`src/rtl/rbp_pkg.sv`:
```
package rbp_pkg;
  localparam int unsigned OFS_CTRL = 'h000;
  localparam int unsigned OFS_DATA = 'h004;
  localparam int unsigned OFS_MODE = 'h008;
  localparam int unsigned VALID_BIT = 1;
  localparam int unsigned EN_BIT = 0;
  localparam logic [7:0] RUN_MODE = 8'h02;

  typedef enum logic [1:0] {
    SEL_NONE,
    SEL_CTRL,
    SEL_DATA,
    SEL_MODE
  } sel_e;
endpackage

```
`src/rtl/rbp_decode.sv`:
```
module rbp_decode
  import rbp_pkg::*;
#(
  parameter int unsigned ADDR_W = 12
) (
  input  logic [ADDR_W-1:0] addr_i,
  output sel_e              sel_o
);
  always_comb begin
    if (addr_i == ADDR_W'(OFS_CTRL))      sel_o = SEL_CTRL;
    else if (addr_i == ADDR_W'(OFS_DATA)) sel_o = SEL_DATA;
    else if (addr_i == ADDR_W'(OFS_MODE)) sel_o = SEL_MODE;
    else                                  sel_o = SEL_NONE;
  end
endmodule

```
`src/rtl/rbp_ctrl.sv`:
```
module rbp_ctrl
  import rbp_pkg::*;
#(
  parameter int unsigned REG_W = 8
) (
  input  logic             clk_i,
  input  logic             rst_ni,
  input  logic             wr_ctrl_i,
  input  logic             wr_mode_i,
  input  logic [REG_W-1:0] wdata_i,
  output logic [REG_W-1:0] ctrl_o,
  output logic [REG_W-1:0] mode_o,
  output logic             active_o
);
  logic [REG_W-1:0] ctrl_q, mode_q;
  logic [REG_W-1:0] ctrl_d;

  // valid position is not stored here; it lives in the holder
  always_comb begin
    ctrl_d = wdata_i;
    ctrl_d[VALID_BIT] = 1'b0;
  end

  always_ff @(posedge clk_i or negedge rst_ni) begin
    if (!rst_ni) begin
      ctrl_q <= '0;
      mode_q <= '0;
    end else begin
      if (wr_ctrl_i) ctrl_q <= ctrl_d;
      if (wr_mode_i) mode_q <= wdata_i;
    end
  end

  assign ctrl_o   = ctrl_q;
  assign mode_o   = mode_q;
  assign active_o = ctrl_q[EN_BIT] && (mode_q == REG_W'(RUN_MODE));
endmodule

```
`src/rtl/rbp_hold.sv`:
```
module rbp_hold #(
  parameter int unsigned REG_W = 8
) (
  input  logic             clk_i,
  input  logic             rst_ni,
  input  logic             active_i,
  input  logic             rd_ctrl_i,
  input  logic             rd_data_i,
  input  logic             src_valid_i,
  input  logic [REG_W-1:0] src_byte_i,
  output logic             src_ready_o,
  output logic             valid_o,
  output logic [REG_W-1:0] data_o
);
  logic             valid_q;
  logic [REG_W-1:0] data_q;
  logic             take, consume, drop;

  assign src_ready_o = active_i && !valid_q;
  assign take        = src_ready_o && src_valid_i;
  assign consume     = rd_data_i && active_i && valid_q;
  assign drop        = rd_ctrl_i && !active_i;

  always_ff @(posedge clk_i or negedge rst_ni) begin
    if (!rst_ni) begin
      valid_q <= 1'b0;
      data_q  <= '0;
    end else if (take) begin
      valid_q <= 1'b1;
      data_q  <= src_byte_i;
    end else if (consume) begin
      valid_q <= 1'b0;
      data_q  <= '0;
    end else if (drop) begin
      valid_q <= 1'b0;
    end
  end

  assign valid_o = valid_q;
  assign data_o  = data_q;
endmodule

```
`src/rtl/rand_byte_periph.sv`:
```
module rand_byte_periph
  import rbp_pkg::*;
#(
  parameter int unsigned ADDR_W = 12,
  parameter int unsigned DATA_W = 32,
  parameter int unsigned REG_W  = 8
) (
  input  logic              clk_i,
  input  logic              rst_ni,
  input  logic [ADDR_W-1:0] addr_i,
  input  logic              we_i,
  input  logic              re_i,
  input  logic [DATA_W-1:0] wdata_i,
  output logic [DATA_W-1:0] rdata_o,
  input  logic              rnd_valid_i,
  input  logic [REG_W-1:0]  rnd_byte_i,
  output logic              rnd_ready_o
);
  localparam int unsigned PAD_W = DATA_W - REG_W;

  sel_e             sel;
  logic [REG_W-1:0] ctrl_w, mode_w, data_w, rd_byte;
  logic             active_w, valid_w;
  logic [DATA_W-1:0] rdata_q;

  rbp_decode #(.ADDR_W(ADDR_W)) u_dec (
    .addr_i (addr_i),
    .sel_o  (sel)
  );

  rbp_ctrl #(.REG_W(REG_W)) u_ctrl (
    .clk_i     (clk_i),
    .rst_ni    (rst_ni),
    .wr_ctrl_i (we_i && sel == SEL_CTRL),
    .wr_mode_i (we_i && sel == SEL_MODE),
    .wdata_i   (wdata_i[REG_W-1:0]),
    .ctrl_o    (ctrl_w),
    .mode_o    (mode_w),
    .active_o  (active_w)
  );

  rbp_hold #(.REG_W(REG_W)) u_hold (
    .clk_i       (clk_i),
    .rst_ni      (rst_ni),
    .active_i    (active_w),
    .rd_ctrl_i   (re_i && sel == SEL_CTRL),
    .rd_data_i   (re_i && sel == SEL_DATA),
    .src_valid_i (rnd_valid_i),
    .src_byte_i  (rnd_byte_i),
    .src_ready_o (rnd_ready_o),
    .valid_o     (valid_w),
    .data_o      (data_w)
  );

  always_comb begin
    rd_byte = '0;
    unique case (sel)
      SEL_CTRL: begin
        rd_byte = ctrl_w;
        rd_byte[VALID_BIT] = valid_w && active_w;
      end
      SEL_DATA: rd_byte = (active_w && valid_w) ? data_w : '0;
      SEL_MODE: rd_byte = mode_w;
      default:  rd_byte = '0;
    endcase
  end

  always_ff @(posedge clk_i or negedge rst_ni) begin
    if (!rst_ni)   rdata_q <= '0;
    else if (re_i) rdata_q <= {{PAD_W{1'b0}}, rd_byte};
    else           rdata_q <= '0;
  end

  assign rdata_o = rdata_q;
endmodule

```
`config.mk`:
```
export PLATFORM = sky130hd
export DESIGN_NAME = rand_byte_periph
export DESIGN_NICKNAME = d
export VERILOG_FILES = /design/src/rtl/rbp_pkg.sv /design/src/rtl/rbp_decode.sv /design/src/rtl/rbp_ctrl.sv /design/src/rtl/rbp_hold.sv /design/src/rtl/rand_byte_periph.sv
export SDC_FILE = /design/constraint.sdc
export NUM_CORES = 1
export LEC_CHECK = 0
export ABC_CLOCK_PERIOD_IN_PS = 6300
export BUFFER_PORTS_ARGS = -buffer_cell sky130_fd_sc_hd__buf_2
export CORE_AREA = 2 2 49 85
export CTS_CLUSTER_SIZE = 30
export DETAILED_ROUTE_END_ITERATION = 8
export DIE_AREA = 0 0 51 87
export GPL_ROUTABILITY_DRIVEN = 0
export GPL_TIMING_DRIVEN = 0
export PLACE_DENSITY = 0.83
export REMOVE_ABC_BUFFERS = 1
export SLEW_MARGIN = 15
export SYNTH_ARGS = -nofsm -noshare
export SYNTH_HDL_FRONTEND = slang
export SYNTH_HIERARCHICAL = 1
export SYNTH_SLANG_ARGS = --single-unit
```
`constraint.sdc`:
```
create_clock -name clk_i -period 6.3 [get_ports clk_i]
set_input_delay 0.945 -clock clk_i [delete_from_list [all_inputs] [get_ports clk_i]]
set_output_delay 0.945 -clock clk_i [all_outputs]
set_load 0.01 [all_outputs]
```
[Word level (Yosys, flattened, before mapping)]
Index checks and enable logic that the tools add are counted.
Word-level totals
  bits in registers: 56
  input port bits: 57
  output and inout port bits: 33
  logic and storage cells: 38
Cells by class
  equality and inequality tests: 6
  muxes and demuxes: 11
  reductions and logical operators: 16
Operator list (count)
  2-to-1 mux 8 bit: 4
  one-hot mux 8 bit (3 select lines): 1
  equality test 12 x 3 -> 1 bit, second input constant: 1
  equality test 12 x 4 -> 1 bit, second input constant: 1
  zero test 12 bit: 1
  logical AND 1 bit: 11
  equality test 8 x 2 -> 1 bit, second input constant: 1
  2-to-1 mux 2 bit: 3
  equality test 2 bit, second input constant: 2
  2-to-1 mux 1 bit: 3
  nonzero test 3 bit: 1
  equality test 2 x 1 -> 1 bit, second input constant: 1
  zero test 1 bit: 2
  nonzero test 2 bit: 1

[Logic depth before layout (Yosys ltp)]
  word-level depth: 10
  gate-level depth with buffers: 8
  gate-level depth less buffers: 6

[Hierarchy]
The synthesis kept the hierarchy.
Modules (own cells, without submodules)
  rand_byte_periph: times used 1, cells each 68, area an instance 689.4 um^2, sequential area each 200.2 um^2
  rbp_ctrl: times used 1, cells each 37, area an instance 595.6 um^2, sequential area each 375.4 um^2
  rbp_hold: times used 1, cells each 36, area an instance 434.2 um^2, sequential area each 225.2 um^2
  rbp_decode: times used 1, cells each 6, area an instance 42.5 um^2, sequential area each 0.0 um^2

[Least setup slack after synthesis]
No wires, ideal clock.
  path type: input port to flip-flop
  start point: in addr_i[7]
  end point: reg u_hold.data_q[0], in the netlist u_hold/data_o[0]
  library setup time: 0.118 ns
  data arrival time: 2.859 ns
  data required time: 6.182 ns
  setup slack: 3.323 ns
  stages: 8
  buffers on the path: 2
  path through: or4_1 -> nor4_1 -> buf_6 -> nor3b_1 -> nor2b_1 -> nand2b_1 -> clkbuf_2 -> a21o_1
Between the ends
  word-level cells in the longest chain between the ends: 9
  elaborated cells on any way between the ends: 11
  classes of those cells: 3 x eq/ne; 3 x mux; 5 x reduce/logical
Ends and longest elaborated chain
  start: declaration: line rand_byte_periph.sv:10  | input logic [ADDR_W-1:0] addr_i,
  equality test 12 x 4 -> 1 bit: line rbp_decode.sv:12  | else if (addr_i == ADDR_W'(OFS_MODE)) sel_o = SEL_MODE;
  2-to-1 mux 2 bit: line rbp_decode.sv:12
  2-to-1 mux 2 bit: line rbp_decode.sv:11  | else if (addr_i == ADDR_W'(OFS_DATA)) sel_o = SEL_DATA;
  2-to-1 mux 2 bit (*): line rbp_decode.sv:10  | if (addr_i == ADDR_W'(OFS_CTRL)) sel_o = SEL_CTRL;
  via sel[1]: line rand_byte_periph.sv:21  | sel_e sel;
  equality test 2 bit (*): line rand_byte_periph.sv:47  | .rd_data_i (re_i && sel == SEL_DATA),
  logical AND 1 bit (*): line rand_byte_periph.sv:47
  logical AND 1 bit (*) (2 in series): line rbp_hold.sv:21  | assign consume = rd_data_i && active_i && valid_q;
  nonzero test 2 bit (no line) (*)
  end signal: assignment: line rbp_hold.sv:30  | data_q <= src_byte_i;
  end: declaration: line rbp_hold.sv:16  | logic [REG_W-1:0] data_q;
The timed path passes the listed nets; every way through them passes the cells marked *.
A chain may end at the register's enable or synchronous reset.

[Final worst setup path]
  start point: reg u_ctrl.mode_q[4], in the netlist u_ctrl/mode_o[4]
  end point: out rnd_ready_o
Between the ends
  word-level cells in the longest chain between the ends: 3
Ends and longest elaborated chain
  start: declaration: line rbp_ctrl.sv:15  | logic [REG_W-1:0] ctrl_q, mode_q;
  start signal: assignment: line rbp_ctrl.sv:30  | if (wr_mode_i) mode_q <= wdata_i;
  equality test 8 x 2 -> 1 bit: line rbp_ctrl.sv:36  | assign active_o = ctrl_q[EN_BIT] && (mode_q == REG_W'(RUN_MODE));
  logical AND 1 bit: line rbp_ctrl.sv:36
  via active_w: line rand_byte_periph.sv:23  | logic active_w, valid_w;
  logical AND 1 bit: line rbp_hold.sv:19  | assign src_ready_o = active_i && !valid_q;
  end: declaration: line rand_byte_periph.sv:17  | output logic rnd_ready_o
The timed path passes the listed nets, and every way through them passes these cells.

==> flow_summary.yaml <==
sta:
  skew_ns: 0.005478
  rsz0062_at_grt: "false"
  setup_viol: 0
  fin_crit_sh_pct: 51.66
  worst_pin_slew_ns: 0.7074
  fin_setup_tns_ns: 0
  max_freq_mhz: 307.2
  hold_violations: 0
  timing.slew.headroom_pct: 52.49
  slew_violations: 0
  fin_crit_ns: 3.255
synthesis:
  synth_cells: 145
  synth_area_um2: 1750
  yosys_warnings: 6
  synth.avg_cell_area_um2: 12.07
pwr:
  power_w: 0.0004210
  vdd_drop_max_mv: 0.2051
  powerDensity_nw_per_um2: 210.0
  leakagePower_nw: 1.065
routing:
  wirelength_mm: 3.407
  ant_nets: 0
  routedWlPerCell_um: 14.50
  dr.pass1.iters: 4
  routed_via_density: 5.000
  drc: 0
  vias: 1175
  first_iter_violations: 19
grt:
  overflow: 0
  grt_pass1_wl_mm: 5.664
  grt_pass1_vias: 1277
  grt_max_degree: 33
  grt.total_usage_pct: 17.39
  antenna_found_initial: 0
setup_path:
  required_ns: 5.35
  critPathArrivalTime_ns: 2.31
  cp-end-kind: "primary output"
  cp_cell_sequence: "or4b_1 -> nor4_4 -> and2b_2 -> buf_2"
  slowest_stage: "nor4_4"
  r2r_end: "rdata_o[1]$_DFF_PN0_"
  reg2regPathDepth: 5
  cp_max_fo: 14
  worstSetupPathType: "register to primary output"
  reg2reg_slack_ns: 3.70
  r2r_start: "u_ctrl/mode_o[4]$_DFFE_PN0P_"
  crit_path_start_kind: "register"
  path_buf_inv: 1
  cpPeakStageDelay_ns: 0.64
  crit_family: "simple AND/OR/NAND/NOR gates"
floorplanning:
  die_area_um2: 4437
  start_util_pct: 46.17
  core-area_um2: 3791
  pin_count: 90
  die_h_um: 87
  rows: 30
  dieWidth_um: 51
cts:
  cts_sinks: 32
  htree_levels: 2
  clk_pin_slew_ns: 0.06
  cts_resized: 0
  numCtsBuffers: 5
  cts_tree: "yes"
  post_cts_buffers: 0
  cts_root_buf: "clkbuf_8"
  ctsHoldBuffers: 0
  clk_latency_ns: 0.29
  clockBufferDepth: 2
place:
  port_buffers: 41
  dp_hpwl_mm: 2.591
  dp.cells: 227
layout:
  drive_above_1_share_pct: 45.45
  final_nets: 243
  final_cells: 235
  nFillCells: 323
  area_delta_synth_final_pct: 14.51
  mostFrequentLayoutCell: "buf_2"
  n_antenna_cell: 0
  final_cell_mix: "43 x buf_2, 32 x dfrtp_1, 24 x conb_1, 16 x mux2_2"
  multi_input_area_um2: 817.0
  seq_area_um2: 800.8
min_path:
  hold_end: "u_ctrl/ctrl_o[6]$_DFFE_PN0P_"
  hold_path.class: "register to register"
  whs_path_depth: 1
  hold_start: "u_ctrl/ctrl_o[6]$_DFFE_PN0P_"
outcome:
  outcome: "finished clean"
run:
  maxCapViolCount: 0
-- where the power goes --
part | switching, W | total, W | internal (W) | leakage [nW]
sequential | 0.000000338 | 0.000206 | 0.000206 | 0.442
combinational | 0.0000163 | 0.0000253 | 0.00000899 | 0.568
clock | 0.0000721 | 0.000189 | 0.000117 | 0.0552
-- how the worst max path moves through the flow --
stage,start,endpoint,slack (ns),cells after the start
2_1_floorplan,addr_i[7],u_ctrl/mode_o[0]$_DFFE_PN0P_,2.40,4
3_3_place_gp,addr_i[7],rdata_o[3]$_DFF_PN0_,1.75,6
3_5_place_dp,addr_i[7],rdata_o[7]$_DFF_PN0_,2.99,7
4_1_cts,u_ctrl/mode_o[4]$_DFFE_PN0P_,rnd_ready_o,2.77,4
5_1_grt,u_ctrl/mode_o[4]$_DFFE_PN0P_,rnd_ready_o,2.90,4
6_report,u_ctrl/mode_o[4]$_DFFE_PN0P_,rnd_ready_o,3.05,4
-- metal layers --
metal,track usage (%),part of all wire (%)
met3,4.296,5.4
met5,0,0
met1,16.59,33
met2,30.93,57
met4,13.02,4.2
-- state kept, by name (all words and copies together) (netlist names) --
| register | count |
|---|---|
| u_ctrl/mode_o | 8 |
| u_ctrl/ctrl_o | 7 |
| u_hold/data_o | 8 |
| rdata_o | 8 |
| u_hold/valid_o | 1 |
-- metrics by stage --
stage          cell area, um2  util, %  setup WS (ns)  hold WS (ns)
3_3_place_gp             1866    49.21          1.753        0.4867
4_1_cts                  1996    52.64          2.768        0.5161
2_1_floorplan            1600        -          2.400        0.4716
5_1_grt                  2004    52.87          2.899        0.5351
6_report                 2004    52.87          3.045        0.5142
3_5_place_dp             1888    49.80          2.992        0.5030
-- cell type report --
class / count / area share (%)
clock inverters: 2 / 1.748
repair buffers: 43 / 10.74
inverters: 1 / 0.1873
well taps: 48 / 2.996
flip-flops and latches: 32 / 39.95
multi-input cells: 103 / 40.76
clock buffers: 6 / 3.620
No activity file was read; power rests on OpenSTA's default activity.
